## config.mk

```make
export PLATFORM = sky130hd
export DESIGN_NAME = sdo_chain_readback
export DESIGN_NICKNAME = d
export VERILOG_FILES = /design/src/rtl/sdo_rb_pkg.sv /design/src/rtl/sdo_sync.sv /design/src/rtl/sdo_edge.sv /design/src/rtl/sdo_shifter.sv /design/src/rtl/sdo_chain_readback.sv
export SDC_FILE = /design/constraint.sdc
export NUM_CORES = 1
export LEC_CHECK = 0
export ABC_AREA = 1
export BUFFER_PORTS_ARGS = -buffer_cell sky130_fd_sc_hd__clkbuf_2
export CORE_ASPECT_RATIO = 1.2
export CORE_MARGIN = 1.5
export CORE_UTILIZATION = 40
export CTS_CLUSTER_SIZE = 20
export DETAILED_ROUTE_END_ITERATION = 8
export SLEW_MARGIN = 20
export SYNTH_ARGS = -nofsm -noshare
export SYNTH_HDL_FRONTEND = slang
export SYNTH_SLANG_ARGS = --single-unit
export TNS_END_PERCENT = 100
```

## constraint.sdc

```tcl
create_clock -name clk_i -period 1.35 [get_ports clk_i]
set_input_delay 0.27 -clock clk_i [delete_from_list [all_inputs] [get_ports clk_i]]
set_output_delay 0.27 -clock clk_i [all_outputs]
set_load 0.02 [all_outputs]
```

## src/rtl/sdo_rb_pkg.sv

```systemverilog
package sdo_rb_pkg;
  localparam int WORD_W = 16;
  localparam int HEAD_W = 2;
  localparam int SYNC_STAGES = 2;
  typedef logic [WORD_W-1:0] word_t;
endpackage

```

## src/rtl/sdo_sync.sv

```systemverilog
module sdo_sync #(
  parameter int W = 4,
  parameter int STAGES = 2,
  parameter logic [W-1:0] RST_VAL = '0
) (
  input  logic         clk_i,
  input  logic         rst_ni,
  input  logic [W-1:0] d_i,
  output logic [W-1:0] q_o
);
  for (genvar b = 0; b < W; b++) begin : g_bit
    logic [STAGES-1:0] chain_q;
    always_ff @(posedge clk_i or negedge rst_ni) begin
      if (!rst_ni) chain_q <= {STAGES{RST_VAL[b]}};
      else         chain_q <= {chain_q[STAGES-2:0], d_i[b]};
    end
    assign q_o[b] = chain_q[STAGES-1];
  end
endmodule

```

## src/rtl/sdo_edge.sv

```systemverilog
module sdo_edge (
  input  logic clk_i,
  input  logic rst_ni,
  input  logic sclk_s_i,
  input  logic rben_ns_i,
  output logic sclk_fall_o,
  output logic rben_fall_o
);
  logic sclk_prev_q, rben_prev_q;

  always_ff @(posedge clk_i or negedge rst_ni) begin
    if (!rst_ni) begin
      sclk_prev_q <= 1'b0;
      rben_prev_q <= 1'b1;
    end else begin
      sclk_prev_q <= sclk_s_i;
      rben_prev_q <= rben_ns_i;
    end
  end

  assign sclk_fall_o = sclk_prev_q & ~sclk_s_i;
  assign rben_fall_o = rben_prev_q & ~rben_ns_i;

  // one strobe per pin edge
  a_r2_single_strobe: assert property (@(posedge clk_i) disable iff (!rst_ni)
    sclk_fall_o |=> !sclk_fall_o);
endmodule

```

## src/rtl/sdo_shifter.sv

```systemverilog
module sdo_shifter
  import sdo_rb_pkg::*;
(
  input  logic  clk_i,
  input  logic  rst_ni,
  input  logic  sclk_fall_i,
  input  logic  rben_fall_i,
  input  logic  sync_ni,
  input  logic  sdin_i,
  input  word_t word_i,
  output logic  msb_o
);
  localparam int CNT_W = $clog2(WORD_W);
  localparam logic [CNT_W-1:0] RB_LAST = CNT_W'(WORD_W - 1);

  word_t            sr_q;
  logic [CNT_W-1:0] rb_cnt_q;
  logic             armed_q;
  logic             load, shift, rb_busy;

  assign rb_busy = (rb_cnt_q != '0);
  assign load    = sclk_fall_i & (armed_q | rben_fall_i);
  assign shift   = sclk_fall_i & ~load & (~sync_ni | rb_busy);

  always_ff @(posedge clk_i or negedge rst_ni) begin
    if (!rst_ni) begin
      sr_q     <= '1;
      rb_cnt_q <= '0;
      armed_q  <= 1'b0;
    end else begin
      if (load) begin
        sr_q     <= word_i;
        rb_cnt_q <= RB_LAST;
        armed_q  <= 1'b0;
      end else begin
        if (rben_fall_i) armed_q <= 1'b1;
        if (shift) begin
          sr_q <= {sr_q[WORD_W-2:0], sdin_i & ~sync_ni};
          if (rb_busy) rb_cnt_q <= rb_cnt_q - 1'b1;
        end
      end
    end
  end

  assign msb_o = sr_q[WORD_W-1];

  a_r4_head_zero: assert property (@(posedge clk_i) disable iff (!rst_ni)
    load |=> sr_q[WORD_W-1 -: HEAD_W] == '0);
  a_r5_rb_window: assert property (@(posedge clk_i) disable iff (!rst_ni)
    load |=> rb_cnt_q == RB_LAST);
  a_r6_disarm: assert property (@(posedge clk_i) disable iff (!rst_ni)
    load |=> !armed_q);
  a_r7_load_wins: assert property (@(posedge clk_i) disable iff (!rst_ni)
    (sclk_fall_i && !sync_ni && (armed_q || rben_fall_i)) |=> sr_q == $past(word_i));
  a_r8_idle_hold: assert property (@(posedge clk_i) disable iff (!rst_ni)
    (sclk_fall_i && sync_ni && !rb_busy && !armed_q && !rben_fall_i) |=> $stable(sr_q));
endmodule

```

## src/rtl/sdo_chain_readback.sv

```systemverilog
module sdo_chain_readback
  import sdo_rb_pkg::*;
#(
  parameter int CODE_W = 14
) (
  input  logic              clk_i,
  input  logic              rst_ni,
  input  logic              sclk_i,
  input  logic              sdin_i,
  input  logic              sync_ni,
  input  logic              rben_ni,
  input  logic [CODE_W-1:0] dac_code_i,
  output logic              sdo_pd_o
);
  localparam int PAD_LO = WORD_W - HEAD_W - CODE_W;

  logic [3:0] raw, syn;
  logic       sclk_fall, rben_fall, msb;
  word_t      rb_word;

  assign raw = {sclk_i, sync_ni, rben_ni, sdin_i};

  sdo_sync #(.W(4), .STAGES(SYNC_STAGES), .RST_VAL(4'b0110)) u_sync (
    .clk_i (clk_i),
    .rst_ni(rst_ni),
    .d_i   (raw),
    .q_o   (syn)
  );

  sdo_edge u_edge (
    .clk_i      (clk_i),
    .rst_ni     (rst_ni),
    .sclk_s_i   (syn[3]),
    .rben_ns_i  (syn[1]),
    .sclk_fall_o(sclk_fall),
    .rben_fall_o(rben_fall)
  );

  if (PAD_LO > 0) begin : g_pad
    assign rb_word = {{HEAD_W{1'b0}}, dac_code_i, {PAD_LO{1'b0}}};
  end else begin : g_full
    assign rb_word = {{HEAD_W{1'b0}}, dac_code_i};
  end

  sdo_shifter u_shift (
    .clk_i      (clk_i),
    .rst_ni     (rst_ni),
    .sclk_fall_i(sclk_fall),
    .rben_fall_i(rben_fall),
    .sync_ni    (syn[2]),
    .sdin_i     (syn[0]),
    .word_i     (rb_word),
    .msb_o      (msb)
  );

  // open drain: only pull low for a zero bit
  assign sdo_pd_o = ~msb;

  a_r2_moves_on_edge: assert property (@(posedge clk_i) disable iff (!rst_ni)
    !$stable(sdo_pd_o) |-> $past(sclk_fall));
endmodule

```

# == Word level (Yosys, flattened, before mapping) ==
# Index checks and enable logic that the tools add are counted.
# totals
register_bits,31
in_bits,20
output_inout_bits,1
word_cells,35
# classes
n_addsub,1
mux,7
n_bitwise,13
reduce_logical,5
# ops
operator,count
2-to-1 mux 16 bit,2
2-to-1 mux 4 bit,3
AND 1 bit,6
nonzero test 2 bit,3
NOT 1 bit,5
nonzero test 4 bit,1
subtractor 4 x 1 -> 4 bit (second input constant),1
2-to-1 mux 1 bit,2
OR 1 bit,2
AND reduction 2 bit,1

# == Logic depth before layout (Yosys ltp) ==
# logic_depth
word_depth,9
ltp_mapped,9
mapped_depth_nobuf,8

# == By module ==
# A second synthesis with hierarchy kept.
# hier_totals
hier_cells,185
hier_area_um2,1524.0
# modules_own_cells
mod,n_inst,cells_each,area_each_um2,seq_area_each_um2
sdo_shifter,1,165,1209.9,545.5
sdo_sync,1,12,235.2,205.2
sdo_edge,1,6,71.3,51.3
sdo_chain_readback,1,2,7.5,0.0

# == Worst setup path before layout ==
# No wires, ideal clock.
# synth_path
path_type,register to register
startpoint,register u_sync.g_bit[1].chain_q[1]
endpoint,register u_shift.rb_cnt_q[1]
setup_ns,0.127
arrival_ns,1.160
required_time_ns,1.223
setup_slack_ns,0.063
stages_incl_launch_ff,9
n_path_buf,1
period_less_slack_ns,1.287
cell_sequence,dfstp_2 -> inv_1 -> nand2_2 -> nand2_4 -> nand2_2 -> buf_4 -> nand2_1 -> nand2_1 -> o21ai_0
# synth_between
elab_chain_len,9
elab_cells_between_ends,11
classes_between,1 x mux; 7 x bitwise; 3 x reduce/logical
# synth_lines
element,line_no,text
start: declaration,sdo_sync.sv:12,logic [STAGES-1:0] chain_q;
start signal: assignment,sdo_sync.sv:14,if (!rst_ni) chain_q <= {STAGES{RST_VAL[b]}};
start signal: assignment,sdo_sync.sv:15,"else chain_q <= {chain_q[STAGES-2:0], d_i[b]};"
NOT 1 bit (*),sdo_edge.sv:22,assign rben_fall_o = rben_prev_q & ~rben_ns_i;
AND 1 bit (*),sdo_edge.sv:22,
OR 1 bit (*),sdo_shifter.sv:22,assign load = sclk_fall_i & (armed_q | rben_fall_i);
AND 1 bit (*),sdo_shifter.sv:22,
NOT 1 bit,sdo_shifter.sv:23,assign shift = sclk_fall_i & ~load & (~sync_ni | rb_busy);
AND 1 bit (2 in a row),sdo_shifter.sv:23,
nonzero test 2 bit (no source line),n/a,
AND reduction 2 bit (no source line),n/a,
end signal: assignment,sdo_shifter.sv:39,if (rb_busy) rb_cnt_q <= rb_cnt_q - 1'b1;
end: declaration,sdo_shifter.sv:17,logic [CNT_W-1:0] rb_cnt_q;
# Every way passes the cells marked *; elsewhere a longest branch is shown, timed or not.
# A chain may end at the register's enable or synchronous reset.

# == Worst setup path in the final report ==
# layout_path
startpoint,register u_sync.g_bit[1].chain_q[1]
endpoint,register u_shift.sr_q[9]
# layout_between
elab_chain_len,8
elab_cells_between_ends,9
classes_between,1 x mux; 7 x bitwise; 1 x reduce/logical
# layout_lines
element,line_no,text
NOT 1 bit (*),sdo_edge.sv:22,
AND 1 bit (*),sdo_edge.sv:22,
OR 1 bit (*),sdo_shifter.sv:22,
AND 1 bit (*),sdo_shifter.sv:22,
NOT 1 bit,sdo_shifter.sv:23,
AND 1 bit (2 in a row),sdo_shifter.sv:23,
nonzero test 2 bit (no source line),n/a,
end signal: assignment,sdo_shifter.sv:32,sr_q <= word_i;
end signal: assignment,sdo_shifter.sv:38,"sr_q <= {sr_q[WORD_W-2:0], sdin_i & ~sync_ni};"
end: declaration,sdo_shifter.sv:16,word_t sr_q;
# Marks and branches as above.

==> results.toml <==
[routing]
via_per_inst = 4.81
routedWlPerCell_um = 12.5
routed_wl_um = 3050
first_iter_violations = 81
route.vias.total = 1169
drt_pass1_iterations = 6
remaining_drc_errors = 0
ant_nets = 0

[logic_synthesis]
syn_nets = 192
seq_area_frac_synth = 0.553
synth_cell_types = 20
ys_warn_count = 0
syn_area_per_cell_um2 = 8.53
synth_cells = 170
synthesis.area_um2 = 1450
ys_ff_latch = 31

[layout]
seqCellArea_um2 = 803
area_delta_synth_final_pct = 28.3
fill_cells = 306
diodes = 0
design_area_um2 = 1860
nNetsFinal = 227
multiInputGateArea_um2 = 599
drive_gt1_frac = 0.364

[floorplanning]
die_w_um = 58.0
die_area_um2 = 4000
initial_core_util = 0.427
rows = 23
core_region_area_um2 = 3400
die_h_um = 69.0
io_pins = 21

[power_and_ir_drop]
clockPowerShare = 0.307
pwr-share-seq = 0.441
powerDensity_nw_per_um2 = 1660
combPwrFrac = 0.252
p_sw_frac = 0.294
p_switching_mw = 0.906
internal_power_mw = 2.17
p_leak_nw = 0.954
fin_total_pwr_mw = 3.08
ir_drop_mv = 0.946

[cts]
cts.path.max_buffers = 2
clockRootBuffer = "clkbuf_8"
clk_pin_slew_ns = 0.06
clk_latency_ns = 0.29
htreeDepth = 2
cts.sink_count = 31
cts_tree = "yes"
cts_made_buffers = 5

[timing]
fin_crit_sh = 0.975
finalSetupViolCount = 0
fin_crit_ns = 1.32
rsz0062_at_grt = "yes"
worstMarginPinSlew_ns = 0.421
fin_hold_ws_ns = 0.0599
slew_viol_final = 0
maxSlewHeadroom = 0.719
tns_ns = 0
fin_worst_skew_ns = 0.00750
hold_violations = 0
fmax_mhz = 759
finalWorstSetupSlack_ns = 0.0331

[grt]
grt_max_degree = 19
grt-ovfl-total = 0
grt_usage = 0.181
grt_first_pass_wirelength_um = 5260
grt_pass1_vias = 1161
antenna_found_initial = 0

[worst_hold_path]
min_path_type = "in2reg"

[status]
status = "finished clean"

[place]
dp_hpwl_um = 2040
portBuffers = 20
place_area_um2 = 1650
place_congestion = 0.765
preCtsSetupSlack_ns = 0.0267

[job]
cap_viol_max_count = 0

[worst_setup_path]
crit_fanout = 7
crit_type = "reg2reg"
endpoint_kind = "register"
critPathRequiredTime_ns = 1.58
crit_path_start_kind = "register"
cp.arrival_ns = 1.54
synth_stat cells (all sizes together):
master  count  area (um2)
ha          2        25.0
buf         6        47.5
o21ai       5        36.3
xnor2       1        8.76
nand4       2        12.5
nand2      90         353
nor2        5        26.3
inv        11        41.3
nand3      17        97.6
dfrtp      10         250
dfstp      21         552
power by group through the flow:
| stage | logic, mW | registers [mW] | clock network, mW |
|---|---|---|---|
| after floorplan | 0.496 | 1.33 | 0 |
| after global placement | 0.670 | 1.35 | 0 |
| after detailed placement | 0.692 | 1.36 | 0 |
| after CTS | 0.715 | 1.35 | 0.958 |
| after global routing | 0.890 | 1.39 | 0.998 |
| final | 0.776 | 1.36 | 0.945 |
placed cells by master (no fill, tap or decap):
cell type,synthesis,routed
nor2_1,4,4
inv_1,10,8
buf_6,2,2
dlygate4sd3_1,0,1
nor2_4,1,1
ha_1,2,1
dfstp_2,21,21
o21ai_0,3,2
buf_12,0,2
dfrtp_1,10,9
clkinv_2,0,1
buf_4,2,7
o21ai_4,1,1
nand4_1,2,2
nand3_4,1,1
clkbuf_8,0,6
inv_2,1,2
bufinv_16,0,1
nand2_1,86,85
o21ai_1,1,2
nand2_4,1,2
xnor2_1,1,1
nand2_8,0,1
dfrtp_2,0,1
inv_4,0,1
nand2_2,3,3
nand3_1,16,16
clkbuf_16,0,1
ha_4,0,1
clkbuf_2,0,20
per-layer routing:
layer  GRT usage  routed length [um]
met1       0.212                1300
met2       0.304                1560
met3      0.0597                 136
met4      0.0785                  51
met5           0                   0
cell families (layout without fill, tap and decap cells):
| group | after synthesis | in the layout | synth area share |
|---|---|---|---|
| xor gates and xnor gates | 1 | 1 | 0.00604 |
| buffers and inverters | 17 | 52 | 0.0613 |
| DFF | 31 | 31 | 0.553 |
| AOI/OAI and AO/OA | 5 | 5 | 0.0250 |
| adders and majority gates | 2 | 2 | 0.0173 |
| and+or+nand+nor | 114 | 115 | 0.337 |
path summary, 6_finish.rpt:
check / startpoint / endpoint / slack, ns / cells past startpoint
worst max-delay path: u_sync.g_bit[1].chain_q[1]$_DFF_PN1_ / u_shift.sr_q[9]$_DFFE_PN1P_ / 0.03 / 8
worst min-delay path: rben_ni / u_sync.g_bit[1].chain_q[0]$_DFF_PN1_ / 0.06 / 1
worst max register to register: u_sync.g_bit[1].chain_q[1]$_DFF_PN1_ / u_shift.sr_q[9]$_DFFE_PN1P_ / 0.03 / 8
worst min register to register: u_sync.g_bit[3].chain_q[0]$_DFF_PN0_ / u_sync.g_bit[3].chain_q[1]$_DFF_PN0_ / 0.35 / 0
max in group asynchronous: rst_ni / u_shift.sr_q[11]$_DFFE_PN1P_ / 0.39 / 3
min in group asynchronous: rst_ni / u_shift.rb_cnt_q[3]$_DFFE_PN0P_ / 0.44 / 2
stage by stage:
step,utilization,cells
final,0.548,243
after global routing,0.548,243
after CTS,0.523,240
after detailed placement,0.486,231
after global placement,0.486,231
after floorplan,-,170
flip-flops by register name (all words and copies together), names as in the netlist:
register              flops
u_shift.sr_q             16
u_edge.sclk_prev_q        1
u_edge.rben_prev_q        1
u_shift.armed_q           1
u_shift.rb_cnt_q          4
u_sync.g_bit.chain_q      8
worst max-delay path, stage by stage, from the launching register on:
cell and delay [ns]:
dfstp_2 0.53, inv_1 0.04, nand2_2 0.06, nand2_4 0.09
nor2_1 0.14, nand2_2 0.11, nand2_2 0.16, nand2_1 0.06
nand2_1 0.06
area by class of cell:
cell class / instances / share of cell area
clock buffers: 6 / 0.0444
well taps: 37 / 0.0249
inverters: 11 / 0.0235
repair buffers: 33 / 0.134
multi-input cells: 123 / 0.322
clock inverters: 2 / 0.0188
flip-flops and latches: 31 / 0.432
timing repair:
| action | in CTS | in global routing |
|---|---|---|
| buffers inserted | 0 | 1 |
| hold buffers | 1 | 0 |
| endpoints found under the hold margin | 2 | 0 |
| gates resized for setup | 0 | 13 |
| endpoints found under the setup margin | 0 | 19 |
Power figures use the tool's default switching activity.
